**config.mk**
```make
export PLATFORM = sky130hd
export DESIGN_NAME = mbus_periph
export DESIGN_NICKNAME = d
export VERILOG_FILES = /design/src/rtl/mbus_pkg.sv /design/src/rtl/mbus_sync.sv /design/src/rtl/mbus_decode.sv /design/src/rtl/mbus_regfile.sv /design/src/rtl/mbus_periph.sv
export SDC_FILE = /design/constraint.sdc
export NUM_CORES = 1
export LEC_CHECK = 0
export ABC_AREA = 1
export BUFFER_PORTS_ARGS = -buffer_cell sky130_fd_sc_hd__buf_2
export CAP_MARGIN = 20
export CORE_MARGIN = 8
export CORE_UTILIZATION = 40
export DETAILED_ROUTE_END_ITERATION = 10
export PLACE_DENSITY_LB_ADDON = 0.25
export SLEW_MARGIN = 20
export SYNTH_ARGS = -nofsm -noshare
export SYNTH_HDL_FRONTEND = slang
export SYNTH_SLANG_ARGS = --single-unit
```
**constraint.sdc**
```tcl
create_clock -name clk -period 3.15 [get_ports clk]
set_input_delay 0.4725 -clock clk [delete_from_list [all_inputs] [get_ports clk]]
set_output_delay 0.4725 -clock clk [all_outputs]
set_load 0.005 [all_outputs]
```
**src/rtl/mbus_pkg.sv**
```systemverilog
package mbus_pkg;
    typedef logic [7:0] byte_t;

    typedef struct packed {
        logic  prev_ale;
        logic  prev_rd;
        logic  prev_wr;
        logic  wr_arm;
        byte_t wr_off;
        byte_t wr_data;
        logic  rd_act;
        byte_t rd_off;
        byte_t rd_data;
        logic  irq;
    } slv_state_t;
endpackage

```
**src/rtl/mbus_sync.sv**
```systemverilog
module mbus_sync #(
    parameter int         W    = 1,
    parameter logic [W-1:0] INIT = '0
) (
    input  logic         clk,
    input  logic         rst_n,
    input  logic [W-1:0] d,
    output logic [W-1:0] q
);
    logic [W-1:0] meta_q;
    logic [W-1:0] sync_q;

    always_ff @(posedge clk or negedge rst_n) begin
        if (!rst_n) begin
            meta_q <= INIT;
            sync_q <= INIT;
        end else begin
            meta_q <= d;
            sync_q <= meta_q;
        end
    end

    assign q = sync_q;
endmodule

```
**src/rtl/mbus_decode.sv**
```systemverilog
module mbus_decode
    import mbus_pkg::*;
#(
    parameter byte_t BASE = 8'h40,
    parameter int    NREG = 8
) (
    input  logic  clk,
    input  logic  rst_n,
    input  logic  ale_fall,
    input  byte_t addr_in,
    output logic  hit,
    output byte_t off
);
    byte_t addr_d, addr_q;

    always_comb begin
        addr_d = addr_q;
        if (ale_fall) addr_d = addr_in;
    end

    always_ff @(posedge clk or negedge rst_n) begin
        if (!rst_n) addr_q <= '0;
        else        addr_q <= addr_d;
    end

    assign off = addr_q - BASE;
    assign hit = (addr_q >= BASE) && ({24'd0, off} < NREG);
endmodule

```
**src/rtl/mbus_regfile.sv**
```systemverilog
module mbus_regfile
    import mbus_pkg::*;
#(
    parameter int NREG = 8,
    localparam int IW  = (NREG > 1) ? $clog2(NREG) : 1
) (
    input  logic          clk,
    input  logic          rst_n,
    input  logic          we,
    input  logic [IW-1:0] widx,
    input  byte_t         wdata,
    output byte_t         regs [NREG]
);
    byte_t regs_d [NREG];
    byte_t regs_q [NREG];

    always_comb begin
        for (int i = 0; i < NREG; i++) regs_d[i] = regs_q[i];
        if (we) regs_d[widx] = wdata;
    end

    generate
        for (genvar g = 0; g < NREG; g++) begin : g_reg
            always_ff @(posedge clk or negedge rst_n) begin
                if (!rst_n) regs_q[g] <= '0;
                else        regs_q[g] <= regs_d[g];
            end
            assign regs[g] = regs_q[g];
        end
    endgenerate
endmodule

```
**src/rtl/mbus_periph.sv**
```systemverilog
module mbus_periph
    import mbus_pkg::*;
#(
    parameter byte_t BASE = 8'h40,
    parameter int    NREG = 8,
    localparam int   IW   = (NREG > 1) ? $clog2(NREG) : 1,
    localparam byte_t LAST = byte_t'(NREG - 1)
) (
    input  logic       clk,
    input  logic       rst_n,
    input  logic [7:0] bus_in,
    input  logic       ale,
    input  logic       ce_n,
    input  logic       rd_n,
    input  logic       wr_n,
    output logic [7:0] bus_out,
    output logic       bus_oe,
    output logic       irq
);
    // synchronized copies: {ale, ce_n, rd_n, wr_n, data}
    logic [11:0] s_vec;
    byte_t       s_data;
    logic        s_ale, s_ce_n, s_rd_n, s_wr_n;

    mbus_sync #(.W(12), .INIT(12'b0111_0000_0000)) u_sync (
        .clk  (clk),
        .rst_n(rst_n),
        .d    ({ale, ce_n, rd_n, wr_n, bus_in}),
        .q    (s_vec)
    );
    assign {s_ale, s_ce_n, s_rd_n, s_wr_n, s_data} = s_vec;

    slv_state_t st_d, st_q;
    logic       ale_fall, rd_fall, rd_rise, wr_rise;
    logic       hit, access_ok;
    byte_t      off;
    logic       reg_we;
    byte_t      regs [NREG];

    assign ale_fall = st_q.prev_ale & ~s_ale;
    assign rd_fall  = st_q.prev_rd  & ~s_rd_n;
    assign rd_rise  = ~st_q.prev_rd &  s_rd_n;
    assign wr_rise  = ~st_q.prev_wr &  s_wr_n;

    mbus_decode #(.BASE(BASE), .NREG(NREG)) u_dec (
        .clk     (clk),
        .rst_n   (rst_n),
        .ale_fall(ale_fall),
        .addr_in (s_data),
        .hit     (hit),
        .off     (off)
    );

    assign access_ok = hit & s_ce_n;

    always_comb begin
        st_d          = st_q;
        st_d.prev_ale = s_ale;
        st_d.prev_rd  = s_rd_n;
        st_d.prev_wr  = s_wr_n;
        reg_we        = 1'b0;

        // write phase: keep sampling data while strobe is low
        if (!s_wr_n && access_ok) begin
            st_d.wr_arm  = 1'b1;
            st_d.wr_off  = off;
            st_d.wr_data = s_data;
        end
        if (wr_rise) begin
            reg_we      = st_q.wr_arm;
            st_d.wr_arm = 1'b0;
            if (st_q.wr_arm && st_q.wr_off == LAST) st_d.irq = 1'b1;
        end

        // read phase
        if (rd_fall && access_ok) begin
            st_d.rd_act  = 1'b1;
            st_d.rd_off  = off;
            st_d.rd_data = regs[off[IW-1:0]];
        end
        if (rd_rise) begin
            st_d.rd_act = 1'b0;
            if (st_q.rd_act && st_q.rd_off == LAST) st_d.irq = 1'b0;
        end
    end

    always_ff @(posedge clk or negedge rst_n) begin
        if (!rst_n) begin
            st_q          <= '0;
            st_q.prev_rd  <= 1'b1;
            st_q.prev_wr  <= 1'b1;
        end else begin
            st_q <= st_d;
        end
    end

    mbus_regfile #(.NREG(NREG)) u_rf (
        .clk  (clk),
        .rst_n(rst_n),
        .we   (reg_we),
        .widx (st_q.wr_off[IW-1:0]),
        .wdata(st_q.wr_data),
        .regs (regs)
    );

    // raw strobes gate the enable so release needs no clock edge
    assign bus_oe  = st_q.rd_act & ~rd_n & ce_n;
    assign bus_out = st_q.rd_data;
    assign irq     = st_q.irq;
endmodule

```
==> out/results.tsv <==
stage	metric	value	unit
layout	Final Cell Area	6370	µm²
place	number of buffers inserted by port buffering	23	
detailed_routing	vias per std cell	4.81	
place	weighted congestion reported at the end of routability-driven placement	0.790	
logic_synthesis	fraction of the yosys area taken by sequential cells	0.599	
worst_setup_path	critical path endpoint	st_q[10]	
clock_network	buffers inserted during post-CTS setup optimization	0	
sta	Tcrit/Tclk final	0.622	
detailed_routing	1st-pass router iterations	5	
worst_setup_path	master of the slowest instance on the critical path	nor2_2	
detailed_routing	detailed-route via count	3998	
floorplanning	total die area	18100	µm²
place	dpl cell area	5800	µm²
worst_setup_path	number of cells traversed by the worst register-to-register path	8	
worst_setup_path	Crit path buffers/inverters	2	
logic_synthesis	Mapped Area	5620	µm²
sta	RSZ-0062 raised after global routing	false	
sta	maximum frequency from static timing analysis	510	MHz
grt	largest net degree at the start of global routing	80	
grt	first-pass GRT wire length	20500	µm
worst_setup_path	Worst path max stage delay	0.50	ns
logic_synthesis	mean instance size in the synthesized netlist	8.90	µm²
detailed_routing	detail-routed net length per standard cell	14.5	µm
worst_setup_path	kind of cell adding the most delay to the critical path	simple AND/OR/NAND/NOR gates	
layout	total number of nets in the final design	655	
clock_network	Skew-Pair Late Insertion Delay	0.42	ns
status	run status	completed	
clock_network	quantity of gates resized following cts	0	
worst_setup_path	setup slack on the worst flop-to-flop path	1.19	ns
worst_setup_path	Reg2Reg Capture Point	st_q[10]	
layout	top library cells by usage in the layout, fill and taps aside	nand2_1, dfrtp_1, inv_1	
worst_setup_path	worst reg2reg path startpoint	u_dec.addr_q[6]	
pwr	total internal power	3.12	mW
pwr	power per cell area	669	nW/µm²
layout	combined area of the multi-input logic cells	1670	µm²
floorplanning	area of the placeable core	13800	µm²
sta	Max Transition Viols Final	0	
worst_setup_path	maximum fanout along the worst path	17	
clock_network	CTS Buf Count	17	
flow_run	number of violations of the max-capacitance limit	0	
layout	most common cell after layout, fill and taps aside	nand2_1	
sta	setup-violating endpoint count in the final report	0	
floorplanning	initial core utilization	0.408	
floorplanning	die boundary height	134	µm
worst_setup_path	worst setup path start	u_dec.addr_q[6]	
clock_network	clock transition at the register clock pins on the worst setup and hold paths after CTS	0.06	ns
worst_setup_path	CP Depth	8	
logic_synthesis	Post-Syn Nets	647	
grt	via count of the first global-routing pass	3995	
sta	min Tclk post-route	1.96	ns
grt	overall fraction of global-route tracks in use	0.146	
logic_synthesis	share of Yosys cell area claimed by the top area cell type	0.561	
detailed_routing	Post-route DRC	0	
worst_setup_path	Worst setup EP type	register	
sta	worst relative slew slack	0.521	
pwr	LEAKAGE	2.99	nW
pwr	switching fraction of total power	0.268	
layout	fraction of layout cells with a size suffix above 1	0.130	
sta	Hold Fails Final Rpt	0	
worst_setup_path	launching element type of the critical path	register	
worst_setup_path	WP data arrival	2.24	ns
place	post-placement cell count	800	
clock_network	hold bufs inserted after CTS	0	
clock_network	buffer levels on the longest clock path	2	
sta	final worst clock skew	0.00963	ns
layout	layout overhead on the synthesized area	13.4	%
floorplanning	Die X	134	µm
pwr	Design Power	4.26	mW
grt	remaining global-route overflow	0	
worst_setup_path	cells along the critical path	inv_1 > ha_1 > nor2_1 > nand3b_1 > nor2_2 > inv_2 > nand2_1 > o21ai_0	
layout	Storage cell area	3360	µm²
worst_hold_path	class of the most critical hold timing path	in2async	
logic_synthesis	register bit count reported by yosys	134	
detailed_routing	initial DRC count	309	
floorplanning	row cnt	43	
worst_setup_path	classification of the worst setup path	reg2reg	
clock_network	CTS H-Tree Depth	4	
pwr	part of the power in the clock network	0.441	
detailed_routing	final routed wirelength across all metal layers	12000	µm
layout	fillcell total	1342	
worst_setup_path	critical path required time	3.43	ns
layout	Antenna Cells	0	
clock_network	cell at the root of the clock tree	clkbuf_16	
clock_network	total clock sinks	134	
sta	final setup TNS	0	ns
clock_network	CTS tree	yes	
detailed_routing	number of nets with antenna violations after routing	0	
logic_synthesis	top cell type by total area after synthesis	dfrtp_1	
layout	non-filler instance count after layout	832	
floorplanning	I/O pin cnt	24	
sta	worst-margin pin slew	0.715	ns
pwr	highest ir drop seen on vdd	436	µV
logic_synthesis	Unique masters post-synth	26	
pwr	Net Sw Power	1.14	mW
grt	antenna violations before repair	0	
pwr	Flop pwr share	0.464	
pwr	Comb pwr share	0.095	
logic_synthesis	Synthesis Warnings	0	
logic_synthesis	Synth area leaders	dfrtp_1, nand2_1, o21ai_0	
logic_synthesis	number of cells produced by synthesis	631	
place	half-perimeter wire length after detailed placement	7770	µm
-- cell families (layout without fill, tap and decap cells) --
kind of cell               Yosys count  after routing  synth area share
and+or+nand+nor                    267            267             0.207
buffers and inverters              136            157             0.104
DFF                                134            134             0.599
AOI/OAI and AO/OA                   89             89            0.0793
muxes                                3              3           0.00601
adders and majority gates            2              2           0.00445
-- flip-flops by register name, summed over array words and instances, names as in the netlist --
name           cells
st_q              29
u_dec.addr_q       8
u_rf.regs         64
u_sync.meta_q     12
u_sync.q          12
bus_out            8
irq                1
-- worst min-delay path by stage --
stage | start | to | slack [ns] | cells past startpoint
finish | rst_n | u_rf.regs[33] | 0.06 | 1
global route | rst_n | u_rf.regs[9] | 0.13 | 1
CTS | rst_n | u_rf.regs[8] | 0.11 | 1
detailed placement | u_sync.meta_q[0] | u_sync.q[0] | 0.34 | 0
global placement | u_sync.meta_q[11] | u_sync.q[11] | 0.33 | 0
floorplan | rst_n | bus_out[0] | 0.18 | 0
-- final cells by class --
type	instances	share of cell area
Sequential cell	134	0.528
Multi-Input combinational cell	361	0.262
Clock buffer	21	0.0739
Inverter	96	0.0566
Tap cell	180	0.0354
Timing Repair Buffer	29	0.0281
Clock inverter	11	0.0159
-- cell usage after synthesis --
| library cell | number |
|---|---|
| a21oi_1 | 7 |
| nand3_1 | 59 |
| nor2_1 | 16 |
| or2_1 | 1 |
| nor3_1 | 2 |
| o21ai_0 | 74 |
| buf_4 | 13 |
| nor2_2 | 3 |
| buf_1 | 1 |
| ha_1 | 2 |
| dfstp_2 | 8 |
| nand4_1 | 2 |
| buf_2 | 15 |
| mux2_2 | 3 |
| clkinv_1 | 3 |
| nand2_2 | 2 |
| dfrtp_1 | 126 |
| nor2_4 | 7 |
| inv_1 | 92 |
| o21ai_1 | 8 |
| inv_2 | 1 |
| clkbuf_1 | 10 |
| nand4_2 | 1 |
| nand3b_1 | 1 |
| buf_6 | 1 |
| nand2_1 | 173 |
-- metrics by stage --
| stage | worst slack (ns) | hold WS, ns | util |
|---|---|---|---|
| CTS | 1.12 | 0.111 | 0.462 |
| global route | 1.02 | 0.126 | 0.462 |
| finish | 1.19 | 0.0636 | 0.462 |
| floorplan | 1.74 | 0.177 | - |
| detailed placement | 1.17 | 0.336 | 0.421 |
| global placement | 1.26 | 0.333 | 0.421 |
-- power by group through the flow --
stage                     registers, mW  logic (mW)  clock network [mW]
after floorplan                    1.91       0.346                   0
after global placement             2.00       0.404                   0
after detailed placement           2.01       0.410                   0
after CTS                          1.98       0.412                1.91
after global routing               2.00       0.469                1.99
final                              1.98       0.406                1.88
-- layer usage --
| layer | global-route usage | routed length, µm |
|---|---|---|
| met5 | 0 | 0 |
| met4 | 0.0586 | 265 |
| met3 | 0.0520 | 529 |
| met2 | 0.227 | 5660 |
| met1 | 0.183 | 5580 |
Note: power is estimated with default switching activity, not from simulation.
